$ cat src/rtl/uart_rx_brk.sv
module uart_rx_brk #(
  parameter int OVS   = 16,
  parameter int DBITS = 8
) (
  input  logic             clk,
  input  logic             rst_n,
  input  logic             tick16,
  input  logic             rxd,
  input  logic             mode9,
  input  logic             stat_rd,
  input  logic             data_rd,
  output logic [DBITS-1:0] rdata,
  output logic             rx9,
  output logic             rx_full,
  output logic             frame_err,
  output logic             brk_flag,
  output logic             rx_busy
);
  localparam int CW = $clog2(OVS);
  localparam int BW = $clog2(DBITS + 1);
  localparam int IW = $clog2((DBITS + 3) * OVS + 1);
  localparam logic [CW-1:0] C_LAST = CW'(OVS - 1);
  localparam logic [CW-1:0] C_V0 = CW'(OVS / 2 - 2);
  localparam logic [CW-1:0] C_V1 = CW'(OVS / 2 - 1);
  localparam logic [CW-1:0] C_V2 = CW'(OVS / 2);
  localparam logic [CW-1:0] C_S0 = CW'(2);
  localparam logic [CW-1:0] C_S1 = CW'(4);
  localparam logic [CW-1:0] C_S2 = CW'(6);
  localparam logic [BW-1:0] LAST8 = BW'(DBITS - 1);
  localparam logic [BW-1:0] LAST9 = BW'(DBITS);
  localparam logic [IW-1:0] IDLE8 = IW'((DBITS + 2) * OVS);
  localparam logic [IW-1:0] IDLE9 = IW'((DBITS + 3) * OVS);

  typedef enum logic [1:0] {S_IDLE, S_START, S_DATA, S_STOP} st_t;

  st_t            state;
  logic           rx_m, rx_s;
  logic [CW-1:0]  cnt;
  logic [BW-1:0]  bidx;
  logic [1:0]     vote;
  logic [DBITS:0] sh;
  logic [IW-1:0]  icnt;
  logic [2:0]     snap;
  logic           arm;

  wire maj      = (vote[1] & vote[0]) | (vote[1] & rx_s) | (vote[0] & rx_s);
  wire in_idle  = (state == S_IDLE);
  wire start_hit = tick16 & in_idle & ~rx_s;
  wire false_st = tick16 & (state == S_START) & (cnt == C_S2) & maj;
  wire done     = tick16 & (state == S_STOP) & (cnt == C_V2);
  wire ev_fe    = done & ~maj;
  wire ev_brk   = ev_fe & ~|sh & arm;
  wire [BW-1:0] last_idx = mode9 ? LAST9 : LAST8;
  wire [IW-1:0] idle_lim = mode9 ? IDLE9 : IDLE8;
  wire idle_hit = tick16 & in_idle & rx_s & (icnt == idle_lim - 1'b1);
  wire clr_full = data_rd & snap[2];
  wire clr_fe   = data_rd & snap[1];
  wire clr_brk  = data_rd & snap[0];

  always_ff @(posedge clk or negedge rst_n)
    if (!rst_n) {rx_s, rx_m} <= 2'b11;
    else        {rx_s, rx_m} <= {rx_m, rxd};

  always_ff @(posedge clk or negedge rst_n) begin
    if (!rst_n) begin
      state <= S_IDLE;
      cnt   <= '0;
      bidx  <= '0;
      vote  <= '0;
      sh    <= '0;
    end else if (tick16) begin
      cnt <= cnt + 1'b1;
      case (state)
        S_IDLE: if (!rx_s) begin
          state <= S_START;
          cnt   <= CW'(1);
          sh    <= '0;
        end
        S_START: begin
          if (cnt == C_S0 || cnt == C_S1) vote <= {vote[0], rx_s};
          if (cnt == C_S2 && maj) state <= S_IDLE;
          else if (cnt == C_LAST) begin
            state <= S_DATA;
            cnt   <= '0;
            bidx  <= '0;
          end
        end
        S_DATA: begin
          if (cnt == C_V0 || cnt == C_V1) vote <= {vote[0], rx_s};
          if (cnt == C_V2) sh[bidx] <= maj;
          if (cnt == C_LAST) begin
            cnt <= '0;
            if (bidx == last_idx) state <= S_STOP;
            else bidx <= bidx + 1'b1;
          end
        end
        S_STOP: begin
          if (cnt == C_V0 || cnt == C_V1) vote <= {vote[0], rx_s};
          if (cnt == C_V2) state <= S_IDLE;
        end
        default: state <= S_IDLE;
      endcase
    end
  end

  always_ff @(posedge clk or negedge rst_n)
    if (!rst_n) icnt <= '0;
    else if (!in_idle) icnt <= '0;
    else if (tick16) begin
      if (!rx_s) icnt <= '0;
      else if (icnt != idle_lim) icnt <= icnt + 1'b1;
    end

  always_ff @(posedge clk)
    if (done) begin
      rdata <= sh[DBITS-1:0];
      rx9   <= mode9 & sh[DBITS];
    end

  always_ff @(posedge clk or negedge rst_n) begin
    if (!rst_n) begin
      rx_full   <= 1'b0;
      frame_err <= 1'b0;
      brk_flag  <= 1'b0;
      rx_busy   <= 1'b0;
      snap      <= '0;
      arm       <= 1'b1;
    end else begin
      rx_full   <= done   | (rx_full & ~clr_full);
      frame_err <= ev_fe  | (frame_err & ~clr_fe);
      brk_flag  <= ev_brk | (brk_flag & ~clr_brk);
      if (start_hit) rx_busy <= 1'b1;
      else if (false_st || idle_hit) rx_busy <= 1'b0;
      if (data_rd) snap <= '0;
      else if (stat_rd) snap <= {rx_full, frame_err, brk_flag};
      if (ev_brk) arm <= 1'b0;
      else if (rx_s && !brk_flag) arm <= 1'b1;
    end
  end

  AST_BRK_WITH_FE: assert property (@(posedge clk) disable iff (!rst_n)
    $rose(brk_flag) |-> (frame_err && rx_full));
  AST_BRK_NINTH_LOW: assert property (@(posedge clk) disable iff (!rst_n)
    $rose(brk_flag) |-> !rx9);
  AST_BRK_STICKY: assert property (@(posedge clk) disable iff (!rst_n)
    (brk_flag && !data_rd) |=> brk_flag);
  AST_FULL_STICKY: assert property (@(posedge clk) disable iff (!rst_n)
    (rx_full && !data_rd) |=> rx_full);
  AST_BUSY_ON_LOW: assert property (@(posedge clk) disable iff (!rst_n)
    $rose(rx_busy) |-> !$past(rx_s));
  AST_BRK_NEEDS_ARM: assert property (@(posedge clk) disable iff (!rst_n)
    $rose(brk_flag) |-> $past(arm));
endmodule

$ cat config.mk
export PLATFORM = sky130hd
export DESIGN_NAME = uart_rx_brk
export DESIGN_NICKNAME = d
export VERILOG_FILES = /design/src/rtl/uart_rx_brk.sv
export SDC_FILE = /design/constraint.sdc
export NUM_CORES = 1
export LEC_CHECK = 0
export BUFFER_PORTS_ARGS = -buffer_cell sky130_fd_sc_hd__buf_2
export CELL_PAD_IN_SITES_DETAIL_PLACEMENT = 1
export CELL_PAD_IN_SITES_GLOBAL_PLACEMENT = 2
export CORE_MARGIN = 4
export CORE_UTILIZATION = 35
export CTS_CLUSTER_DIAMETER = 50
export CTS_CLUSTER_SIZE = 40
export DETAILED_ROUTE_END_ITERATION = 10
export GPL_TIMING_DRIVEN = 0
export PLACE_DENSITY = 0.76
export RECOVER_POWER = 50
export SYNTH_ARGS = -nofsm -noshare
export SYNTH_HDL_FRONTEND = slang
export SYNTH_SLANG_ARGS = --single-unit
$ cat constraint.sdc
create_clock -name clk -period 1.7 [get_ports clk]
set_input_delay 0.51 -clock clk [delete_from_list [all_inputs] [get_ports clk]]
set_output_delay 0.51 -clock clk [all_outputs]
set_load 0.05 [all_outputs]
==> flow_summary.ini <==
[status]
outcome = complete, but fails checks
violations = negative setup slack

[setup_path]
crit_arrival_ns = 1.97
critPathKind = flop to flop
cp-start-kind = flop
endpoint_kind = flop
cp.required_ns = 1.93
worstPathMaxFanout = 2

[pwr]
power_mw = 3.80
max-vdd-ir-drop_uv = 423
powerDensity_nw_per_um2 = 1230
power.leakage_nw = 1.38

[floorplan]
start_util = 0.369
ios = 20
dieArea_sq_um = 8790
num_rows = 30
die_w_microns = 93.8
fp.dieH_microns = 93.8
core_area_sq_um = 6980

[finish]
antenna_cells = 0
drive_gt1_frac = 0.275
final_core_util = 0.443
nets = 295
fill_cells = 799
syn_to_final_growth_pct = 20.1
multi_input_area_sq_um = 1310
seq_area_sq_um = 1250

[synthesis]
yosys_warnings = 0
synth_edf_count = 9
postSynthAreaPerCell_sq_um = 10.4
syn_nets = 264
ys_types = 53
asyncSetResetFlopFracSynth = 0.813
netlist_instances = 248
synth_ff_type = dfrtp_1
yosysSeqAreaShare = 0.486
synth_area_sq_um = 2570
synth-seq-cells = 48

[timing]
maxSlewViolCount = 0
fin_crit_sh = 1.03
worstMarginPinSlew_ns = 1.04
hold_ws_ns = 0.287
fmax_mhz = 573
finalSetupViolations = 1
hold_viol = 0
fin_crit_ns = 1.75
relSlewSlack = 0.306
finClkSkew_ns = 0.0113
setup_ws_ns = -0.0455
rsz0062_at_grt = yes

[placed_design]
port_buffers = 18
hpwl_microns = 4340
gp_congestion = 0.772

[routing]
ant_nets = 0
vias = 1968
routedWlPerCell_microns = 16.4
wl_microns = 6170
drcViolationCount = 0
viasPerCell = 5.23
first_pass_iters = 5
drtIter0Drc = 38

[clocking]
htreeDepth = 2
clock-sinks = 48
cts_root_buffer = clkbuf_8
clk_latency_ns = 0.31
cts_tree = built
clk_pin_slew_worst_paths_ns = 0.10
clock_path_buffers = 2
cts_buffers = 5

[run]
drv_cap = 0

[worst_hold_path]
hold_class = input pin to flop

[global_routing]
grt_pass1_wl_microns = 10400
grt_overflow_total = 0
grt_max_degree = 40
grt_use_total = 0.150
grt_pass1_vias = 1996
antenna_found_initial = 0
-- metal layers --
metal	routed length, microns	vias to the layer above	track usage
li1	-	959	-
met3	177	6	0.0304
met2	2830	27	0.235
met1	3100	976	0.213
met4	61	0	0.0361
met5	0	-	0
-- kinds of logic (layout without fill, tap and decap cells) --
kind of cell / Yosys count / in the layout / share of synthesized area
compound gates: 54 / 54 / 0.160
xor+xnor: 7 / 7 / 0.0238
fa+ha+maj: 10 / 10 / 0.0476
buf+inv: 27 / 59 / 0.0433
flops: 48 / 48 / 0.486
mux: 9 / 9 / 0.0369
simple gates: 93 / 93 / 0.202
-- placed cells by master, fill, tap and decap left out, types with 5 or more instances in the layout --
cell	count
a21oi_1	5
nand3_1	6
a21o_1	10
buf_4	9
o21ai_0	6
nand2b_1	6
nor2_1	14
inv_1	10
nand2_1	22
nor3_2	5
clkbuf_8	5
a22o_1	9
ha_1	7
dfrtp_1	35
xor2_1	7
nor2b_1	5
buf_2	23
edfxtp_1	9
-- flip-flops by register name (all words and copies together), names as in the netlist, 2 cells and up, named ones only --
| signal | flops |
|---|---|
| bidx | 4 |
| vote | 2 |
| rdata | 8 |
| snap | 3 |
| sh | 9 |
| cnt | 4 |
| icnt | 8 |
-- final cells by class --
type                       instances  share of cell area
tap                               96              0.0389
timing repair buffer              24              0.0437
sequential                        48               0.405
buffer                            13              0.0247
timing repair inverter             1             0.00243
clock inverter                     3              0.0223
clock buffer                       5              0.0223
multi-input combinational        173               0.424
inverter                          13              0.0170
-- critical path: stages (launching register included) --
cell     delay (ns)
dfrtp_2        0.41
or4b_4         0.58
o31ai_4        0.25
mux2_4         0.33
nor3_2         0.10
-- synth_stat cells, types with 2 or more instances --
cell type	n	area share
dfrtp_1	36	0.35
nand2_1	23	0.034
nor2_1	14	0.020
inv_1	13	0.019
a21o_1	10	0.029
a22o_1	9	0.031
edfxtp_1	9	0.11
ha_1	9	0.044
buf_2	8	0.016
nand3_1	7	0.014
xor2_1	7	0.024
a21oi_1	6	0.012
nand2b_1	6	0.015
nor3_1	6	0.012
o21ai_0	6	0.012
clkbuf_1	5	0.0073
mux2i_1	5	0.019
nor2b_1	5	0.012
and3_1	4	0.0097
and3b_1	4	0.014
nand4_1	4	0.0097
nor3b_1	4	0.012
nor4_1	4	0.0097
a211oi_1	3	0.0087
and4_1	3	0.010
dfstp_2	3	0.031
mux2_2	3	0.013
o22ai_1	3	0.0073
a31oi_1	2	0.0049
nand4b_1	2	0.0068
o21ba_2	2	0.0078
o2bb2ai_1	2	0.0068
-- report_power, final --
part / total (mW) / internal (mW) / switching (mW)
clock: 1.01 / 0.592 / 0.419
combinational: 1.33 / 0.522 / 0.805
sequential: 1.46 / 1.32 / 0.132
-- per-stage QoR --
stage	instance area (sq um)	setup slack, ns	setup TNS [ns]	instances
2_1_floorplan	2590	0.00663	0	248
3_3_place_gp	2800	-0.406	-9.52	362
3_5_place_dp	2800	-0.418	-9.89	362
4_1_cts	3020	-0.0361	-0.0759	374
5_1_grt	3090	-0.106	-0.755	376
6_report	3090	-0.0455	-0.0455	376
-- final timing paths --
path	start	to	slack (ns)	cells past startpoint
min reg2reg	rx_m	rx_s	0.36	0
min in group asynchronous	rst_n	vote[0]	0.37	1
max	icnt[2]	icnt[1]	-0.05	4
min	rxd	rx_m	0.29	1
max reg2reg	icnt[2]	icnt[1]	-0.05	4
max in group asynchronous	rst_n	icnt[2]	0.62	1
-- repair_timing --
| action | 4_1_cts | 5_1_grt |
|---|---|---|
| hold buffers | 0 | 0 |
| setup endpoints to repair | 25 | 29 |
| setup buffers | 4 | 2 |
| pin swaps | 4 | 5 |
| gates cloned | 0 | 1 |
| resized for setup | 17 | 16 |
No activity file was read; power rests on OpenSTA's default activity.
